### src/rtl/lpm_pkg.sv
package lpm_pkg;

  typedef enum logic [1:0] {
    MODE_RUN    = 2'b00,
    MODE_LIGHT  = 2'b01,
    MODE_DEEP   = 2'b10,
    MODE_SETTLE = 2'b11
  } lpm_mode_e;

endpackage

### src/rtl/lpm_wake_detect.sv
module lpm_wake_detect #(
  parameter int PORT_W = 8
) (
  input  logic              clk,
  input  logic              rst,
  input  logic [PORT_W-1:0] port_in,
  input  logic              irq_pend,
  input  logic              wdt_ovf,
  input  logic              tmr_ovf,
  output logic              port_fall,
  output logic              wake_any
);

  logic [PORT_W-1:0] port_q;
  logic [PORT_W-1:0] fall_bit;

  // previous-cycle sample; the entry edge also refreshes it
  always_ff @(posedge clk) begin
    if (rst) port_q <= '0;
    else     port_q <= port_in;
  end

  for (genvar b = 0; b < PORT_W; b++) begin : g_fall
    assign fall_bit[b] = port_q[b] & ~port_in[b];
  end

  assign port_fall = |fall_bit;
  assign wake_any  = port_fall | irq_pend | wdt_ovf | tmr_ovf;

endmodule

### src/rtl/lpm_settle_timer.sv
module lpm_settle_timer #(
  parameter int CNT_W = 8
) (
  input  logic             clk,
  input  logic             rst,
  input  logic             load,
  input  logic [CNT_W-1:0] len,
  input  logic             active,
  input  logic             tick,
  output logic             done
);

  localparam logic [CNT_W-1:0] ONE = CNT_W'(1);

  logic [CNT_W-1:0] cnt;
  logic [CNT_W-1:0] len_eff;

  assign len_eff = (len == '0) ? ONE : len;

  always_ff @(posedge clk) begin
    if (rst) begin
      cnt <= ONE;
    end else if (load) begin
      cnt <= len_eff;
    end else if (active && tick && (cnt > ONE)) begin
      cnt <= cnt - ONE;
    end
  end

  assign done = active & tick & (cnt == ONE);

endmodule

### src/rtl/lpm_mode_fsm.sv
module lpm_mode_fsm
  import lpm_pkg::*;
(
  input  logic      clk,
  input  logic      rst,
  input  logic      idle_req,
  input  logic      halt_req,
  input  logic      wake_any,
  input  logic      settle_done,
  output lpm_mode_e mode,
  output lpm_mode_e mode_nxt,
  output logic      settle_load
);

  always_comb begin
    mode_nxt    = mode;
    settle_load = 1'b0;
    unique case (mode)
      MODE_RUN: begin
        if (!wake_any) begin
          if (halt_req)      mode_nxt = MODE_DEEP;
          else if (idle_req) mode_nxt = MODE_LIGHT;
        end
      end
      MODE_LIGHT, MODE_DEEP: begin
        if (wake_any) begin
          mode_nxt    = MODE_SETTLE;
          settle_load = 1'b1;
        end
      end
      MODE_SETTLE: begin
        if (settle_done) mode_nxt = MODE_RUN;
      end
      default: mode_nxt = MODE_RUN;
    endcase
  end

  always_ff @(posedge clk) begin
    if (rst) mode <= MODE_RUN;
    else     mode <= mode_nxt;
  end

endmodule

### src/rtl/lpm_clk_en_decode.sv
module lpm_clk_en_decode
  import lpm_pkg::*;
(
  input  logic      clk,
  input  logic      rst,
  input  lpm_mode_e mode_nxt,
  input  logic      keep_lf,
  input  logic      wdt_en,
  output logic      sys_clk_en,
  output logic      lf_clk_en
);

  logic sys_d;
  logic lf_d;

  always_comb begin
    sys_d = 1'b0;
    lf_d  = 1'b1;
    unique case (mode_nxt)
      MODE_RUN:    begin sys_d = 1'b1; lf_d = 1'b1;              end
      MODE_LIGHT:  begin sys_d = 1'b0; lf_d = keep_lf;           end
      MODE_DEEP:   begin sys_d = 1'b0; lf_d = keep_lf | wdt_en;  end
      MODE_SETTLE: begin sys_d = 1'b0; lf_d = 1'b1;              end
      default:     begin sys_d = 1'b1; lf_d = 1'b1;              end
    endcase
  end

  always_ff @(posedge clk) begin
    if (rst) begin
      sys_clk_en <= 1'b1;
      lf_clk_en  <= 1'b1;
    end else begin
      sys_clk_en <= sys_d;
      lf_clk_en  <= lf_d;
    end
  end

endmodule

### src/rtl/lpm_clk_ctrl.sv
module lpm_clk_ctrl
  import lpm_pkg::*;
#(
  parameter int PORT_W = 8,
  parameter int CNT_W  = 8
) (
  input  logic              clk,
  input  logic              rst,
  input  logic              lf_tick,
  input  logic              idle_req,
  input  logic              halt_req,
  input  logic              keep_lf,
  input  logic              wdt_en,
  input  logic              irq_pend,
  input  logic [PORT_W-1:0] port_in,
  input  logic              wdt_ovf,
  input  logic              tmr_ovf,
  input  logic [CNT_W-1:0]  settle_len,
  output logic              sys_clk_en,
  output logic              lf_clk_en,
  output logic [1:0]        mode
);

  logic      port_fall;
  logic      wake_any;
  logic      settle_done;
  logic      settle_load;
  lpm_mode_e mode_q;
  lpm_mode_e mode_nxt;

  lpm_wake_detect #(.PORT_W(PORT_W)) u_wake (
    .clk       (clk),
    .rst       (rst),
    .port_in   (port_in),
    .irq_pend  (irq_pend),
    .wdt_ovf   (wdt_ovf),
    .tmr_ovf   (tmr_ovf),
    .port_fall (port_fall),
    .wake_any  (wake_any)
  );

  lpm_mode_fsm u_fsm (
    .clk         (clk),
    .rst         (rst),
    .idle_req    (idle_req),
    .halt_req    (halt_req),
    .wake_any    (wake_any),
    .settle_done (settle_done),
    .mode        (mode_q),
    .mode_nxt    (mode_nxt),
    .settle_load (settle_load)
  );

  lpm_settle_timer #(.CNT_W(CNT_W)) u_settle (
    .clk    (clk),
    .rst    (rst),
    .load   (settle_load),
    .len    (settle_len),
    .active (mode_q == MODE_SETTLE),
    .tick   (lf_tick),
    .done   (settle_done)
  );

  lpm_clk_en_decode u_dec (
    .clk        (clk),
    .rst        (rst),
    .mode_nxt   (mode_nxt),
    .keep_lf    (keep_lf),
    .wdt_en     (wdt_en),
    .sys_clk_en (sys_clk_en),
    .lf_clk_en  (lf_clk_en)
  );

  assign mode = mode_q;

endmodule

### config.mk
export PLATFORM = sky130hd
export DESIGN_NAME = lpm_clk_ctrl
export DESIGN_NICKNAME = d
export VERILOG_FILES = /design/src/rtl/lpm_pkg.sv /design/src/rtl/lpm_wake_detect.sv /design/src/rtl/lpm_settle_timer.sv /design/src/rtl/lpm_mode_fsm.sv /design/src/rtl/lpm_clk_en_decode.sv /design/src/rtl/lpm_clk_ctrl.sv
export SDC_FILE = /design/constraint.sdc
export NUM_CORES = 1
export LEC_CHECK = 0
export CAP_MARGIN = 15
export CORE_UTILIZATION = 51
export CTS_BUF_LIST = sky130_fd_sc_hd__clkbuf_4
export DETAILED_ROUTE_END_ITERATION = 16
export PLACE_DENSITY_LB_ADDON = 0.25
export SLEW_MARGIN = 40
export SYNTH_ARGS = -nofsm -noshare
export SYNTH_HDL_FRONTEND = slang
export SYNTH_SLANG_ARGS = --single-unit
### constraint.sdc
create_clock -name clk -period 2.8 [get_ports clk]
set_clock_uncertainty 0.15 [all_clocks]
set_input_delay 0.28 -clock clk [delete_from_list [all_inputs] [get_ports clk]]
set_output_delay 0.28 -clock clk [all_outputs]
set_load 0.1 [all_outputs]
Yosys cells after proc, flatten, opt, wreduce, memory -nomap -nowiden

Index checks and enable logic that the tools add are counted.

Bits in registers: 20
Logic and storage cells: 59

$lt $le $gt $ge: 1
Bitwise gates (word level): 22
Reduce and logical (&&, ||, !) cells: 10
Add/subtract/negate cells: 1
Eq/ne operators: 7
Multiplexer cells: 13

Operators with widths:

| operator              | count |
|---|---|
| $mux W8               | 3 |
| $and A1 B1 Y1         | 10 |
| $mux W2               | 5 |
| $eq A2 B2 Y1 const B  | 4 |
| $eq A8 B1 Y1 const B  | 1 |
| $gt A8 B1 Y1 const B  | 1 |
| $logic_not A8 Y1      | 1 |
| $not A1 Y1            | 8 |
| $reduce_or A8 Y1      | 1 |
| $sub A8 B1 Y8 const B | 1 |
| $pmux W2 S3           | 1 |
| $eq A2 B1 Y1 const B  | 2 |
| $logic_not A2 Y1      | 2 |
| $or A1 B1 Y1          | 4 |
| $reduce_or A2 Y1      | 2 |
| $pmux W1 S3           | 1 |
| $reduce_or A3 Y1      | 1 |
| $logic_and A1 B1 Y1   | 2 |
| $mux W1               | 2 |
| $pmux W1 S2           | 1 |
| $reduce_bool A2 Y1    | 1 |

Logic depth before layout (Yosys ltp)

Word-level depth: 11
Gate-level depth with buffers: 11

Cells and area by module

A second synthesis with hierarchy kept.

Cell total of the unflattened synthesis: 138
Area total of the unflattened synthesis: 1187.4 µm²

By module, submodules not included:

| module            | times used | area each (µm²) | cells each | sequential area each (µm²) |
|---|---|---|---|---|
| lpm_settle_timer  | 1          | 589.3           | 73         | 160.2 |
| lpm_wake_detect   | 1          | 285.3           | 30         | 160.2 |
| lpm_mode_fsm      | 1          | 191.4           | 22         | 40.0 |
| lpm_clk_en_decode | 1          | 115.1           | 12         | 40.0 |
| lpm_clk_ctrl      | 1          | 6.3             | 1          | 0.0 |

Worst setup path before layout

OpenSTA, ideal clock, no wires.

Path kind: register -> register
Start point: register u_fsm.mode[0]
End point: register u_dec.lf_clk_en
Data arrival time: 2.684 ns
Cell stages (with the launch flop): 11
Data required time: 2.534 ns
Library setup time: 0.116 ns
Slack: -0.151 ns
Clock period less this slack: 2.951 ns
Path buffers: 0
Cells stage by stage: dfxtp_1 -> inv_1 -> ha_1 -> and3b_1 -> a311o_1 -> and4_1 -> ha_1 -> o22ai_1 -> nand2_1 -> o21ai_0 -> nand2_1

Word-level cells in the longest chain between the ends: 8
Elaborated cells on any way between the ends: 19

Ends and longest elaborated chain:

| what                                                    | RTL line                               | RTL |
|---|---|---|
| start, declared                                         | lpm_mode_fsm.sv:10                     | `output lpm_mode_e mode,` |
| start signal, assigned                                  | lpm_mode_fsm.sv:40                     | `else mode <= mode_nxt;` |
| $eq A2 B2 Y1                                            | lpm_mode_fsm.sv:18, lpm_clk_ctrl.sv:59 |  |
| $and A1 B1 Y1 (2 in series)                             | lpm_settle_timer.sv:30                 | `assign done = active & tick & (cnt == ONE);` |
| $mux W2                                                 | lpm_mode_fsm.sv:32                     | `if (settle_done) mode_nxt = MODE_RUN;` |
| $pmux W2 S3 *                                           | lpm_mode_fsm.sv:18                     | `unique case (mode)` |
| $eq A2 B2 Y1 / $logic_not A2 Y1 (equally long branches) | lpm_clk_en_decode.sv:19                | `unique case (mode_nxt)` |
| $reduce_or A2 Y1 (no line)                              | -                                      |  |
| $pmux W1 S3 *                                           | lpm_clk_en_decode.sv:19                |  |
| end signal, assigned                                    | lpm_clk_en_decode.sv:34                | `lf_clk_en <= lf_d;` |
| end, declared                                           | lpm_clk_en_decode.sv:10                | `output logic lf_clk_en` |

Every way passes the cells marked *; elsewhere a longest branch is shown, timed or not.
A chain may end at the register's enable or synchronous reset.

Final worst setup path

Start point: register u_fsm.mode[1]
End point: register u_dec.lf_clk_en

Same word-level chain as after synthesis.

==> out/qor.txt <==
===============================================================================
Final TNS setup                                                            0 ns
Starting utilization of the core area                                     55.0%
Die outline width                                                       51.3 um
Count of filler cells inserted in the layout                                189
Buf/Inv on CP                                                                 1
Clock-pin slew on the worst setup and hold paths                        0.13 ns
Sum of internal, switching and leakage power                             692 uW
TritonCTS clock tree                                                       done
Total via count after detailed routing                                     1194
Buffers inserted by post-CTS timing repair                                    0
Number of max-capacitance violations reported                                 0
Cells taking the most area after synthesis                         dfxtp_1 (32%), a311oi_1 (8.5%), ha_1 (7.1%), inv_1 (4.5%), nor2b_1 (3.5%)
Critical path cell sequence                                        inv_1, ha_1, and3b_1, a311oi_1, a41oi_1, and3_1, ha_1, o22ai_1, nand2_1, o21ai_0, nand2_1
Cell type with the largest total area after synthesis                   dfxtp_1
Data required time of the critical path                                 2.86 ns
Final slew viol count                                                         0
Antenna violations before repair                                              0
Run status                                                         finished clean
Share of total power in the clock network                                 35.1%
Number of cell instances on the worst register-to-register path              11
Layout Area Growth over Synthesis                                         30.3%
Yosys top cell area share                                                 32.3%
Switching share of power                                                  26.2%
Category of the most critical setup path                           register to register
Largest incremental delay on the critical path                          0.39 ns
Int Pwr                                                                  511 uW
# DRC                                                                         0
I/O Buffers                                                                  29
# setup viols final                                                           0
Largest net degree at the start of global routing                            13
Critical-path maximum fanout                                                  4
Detailed placement HPWL                                                 2.31 mm
Number of synthesized flops with an enable pin                                0
Async set or reset register ratio after synthesis                            0%
Pin slew with the least headroom to its limit                          0.467 ns
Number of hold-slack violations in the final timing report                    0
Routed WL                                                               2.99 mm
Instance count on the critical path                                          11
Part of the Yosys area used for sequential elements                       32.3%
RSZ-0062 raised after global routing                                         no
First-pass DRT Iterations                                                     4
Cells after synthesis                                                       134
Crit-path slowest cell                                                  dfxtp_2
Core Box Area                                                        2250 sq um
Logic pwr share                                                           20.6%
Final std cells w/o fill                                                    195
Antenna diode instance count                                                  0
Placed instance count                                                       191
Placement Setup Slack                                                  0.162 ns
Peak supply drop                                                     0.000315 V
Power spent charging and discharging nets                                182 uW
Proportion of layout cells with a drive suffix above 1                    18.6%
Vias in the first global route                                             1114
Worst reg2reg path endpoint                                        u_dec.lf_clk_en
Worst path setup slack after routing                                   0.372 ns
Critical Path Start Type                                               register
Shortest period the worst path allows                                   2.43 ns
Fin crit share                                                            86.7%
Hold WC Path Type                                                  input pin to register
Wire length of the first global-routing pass                            4.80 mm
Static Leak                                                         0.000607 uW
Number of buffers inserted by hold repair at cts                              0
Avg Vias per Cell                                                          6.12
Die extent in y                                                         51.3 um
Normalized max-slew margin                                                68.8%
Delay-heaviest family, CP                                          compound AO/OA/AOI/OAI gates
Cell area after synthesis                                            1240 sq um
Syn_nets                                                                    167
Layout Nets                                                                 201
Total congestion overflow after global routing                                0
Clock root buffer master                                               clkbuf_4
Total routing resource utilization after global routing                   24.7%
Skew-Pair Late Insertion Delay                                          0.31 ns
Achievable Freq                                                         412 MHz
Worst hold path startpoint                                           port_in[4]
Critical path launch point                                         u_fsm.mode[1]
Level count of the clock H-tree                                               1
Netlist cell types                                                           46
Die Outline Area                                                     2630 sq um
Number of buffers created by CTS                                              3
PwrDens                                                             428 nW/um^2
Max Root-Sink Buffers                                                         2
Final weighted congestion of routability-driven global placement          0.894
Yosys warnings                                                                0
Number of nets still failing antenna checks after routing                     0
Average footprint of a synthesized cell                              9.26 sq um
Flip-flop and latch count after synthesis                                    20
Part of the total power dissipated in sequential elements                 44.3%
WL/cell                                                                 15.3 um
Kind of capture point of the worst setup path                          register
Worst hold slack                                                       0.406 ns
Critical path data arrival time                                         2.49 ns
Number of rows created at floorplan                                          17
Register-to-register setup slack                                        0.37 ns
Sink count of the clock tree                                                 20
Critical Path Sink                                                 u_dec.lf_clk_en
DRC violation total after the first TritonRoute iteration                    58
Most used flip-flop cell after synthesis                                dfxtp_1
PostCTS Resize Cnt                                                            0
FF-to-FF Start                                                     u_fsm.mode[1]
I/O pin count                                                                30
===============================================================================
layout by cell type (no fill, tap or decap), types with 4 or more instances in the layout:
master,n
a311oi_1,12
a31o_2,4
buf_4,8
clkdlybuf4s50_1,25
dfxtp_1,18
ha_1,7
inv_1,15
nand2_1,7
nor2_1,8
nor2b_1,7
worst register-to-register path: cells and delay by family (launching register included):
kind            cells  cell delay [ns]
compound gates      4             0.63
buf+inv             1             0.07
flops               1             0.39
simple gates        4             0.59
fa+ha+maj           2             0.50
logic make-up after synthesis:
kind of cell	Yosys count	synth area share (%)
AO/OA/AOI/OAI	39	29.4
XOR/XNOR	3	2.12
adder cells (fa/ha/maj)	7	7.06
buffers and inverters	20	6.75
flip-flops	20	32.3
multiplexers	1	0.806
AND/OR/NAND/NOR	44	21.6
area by class of cell:
class	instances	area, sq um	share of cell area, %
clock buffer	3	22.5	1.39
clock inverter	1	30.0	1.86
inverter	16	60.1	3.71
multi-input combinational	94	757	46.8
sequential	20	403	24.9
tap	28	35.0	2.17
timing repair buffer	33	310	19.2
state kept, by name (all words and copies together), names as in the netlist:
| signal | count |
|---|---|
| u_settle.cnt | 8 |
| u_wake.port_q | 8 |
| u_fsm.mode | 2 |
| u_dec.lf_clk_en | 1 |
| u_dec.sys_clk_en | 1 |
worst min-delay path by stage:
stage	endpoint	slack (ns)	cells past startpoint
6_report	u_wake.port_q[4]	0.41	2
5_1_grt	u_wake.port_q[3]	0.40	2
4_1_cts	u_wake.port_q[3]	0.40	2
3_5_place_dp	u_settle.cnt[3]	0.41	2
3_3_place_gp	u_settle.cnt[3]	0.39	2
2_1_floorplan	u_wake.port_q[2]	0.26	1
per-stage QoR:
stage / instance area [sq um] / util (%)
6_report: 1620 / 71.8
5_1_grt: 1620 / 71.8
4_1_cts: 1620 / 71.8
3_5_place_dp: 1570 / 69.4
3_3_place_gp: 1570 / 69.4
2_1_floorplan: 1240 / -
synthesized netlist by cell type, types with 3 or more instances:
library cell	instances
nor2b_1	7
nand4_1	3
a31oi_1	3
nand2_1	7
dfxtp_1	20
xnor2_1	3
nand3_1	3
inv_1	15
a311oi_1	12
nor2_1	8
ha_1	7
a211oi_1	3
a31o_2	4
layer usage:
layer	global-route usage, %	up-vias	part of all wire (%)
met1	28.5	556	41
met2	46.5	56	51
met3	2.98	4	5.9
li1	-	578	-
met4	8.11	0	1.1
met5	0	-	0
power groups by stage:
stage	combinational [uW]	clock, uW	sequential [uW]
6_report	142	243	307
5_1_grt	154	261	308
4_1_cts	142	247	306
3_5_place_dp	141	0	313
3_3_place_gp	137	0	312
2_1_floorplan	70.4	0	323
Power figures use the tool's default switching activity.
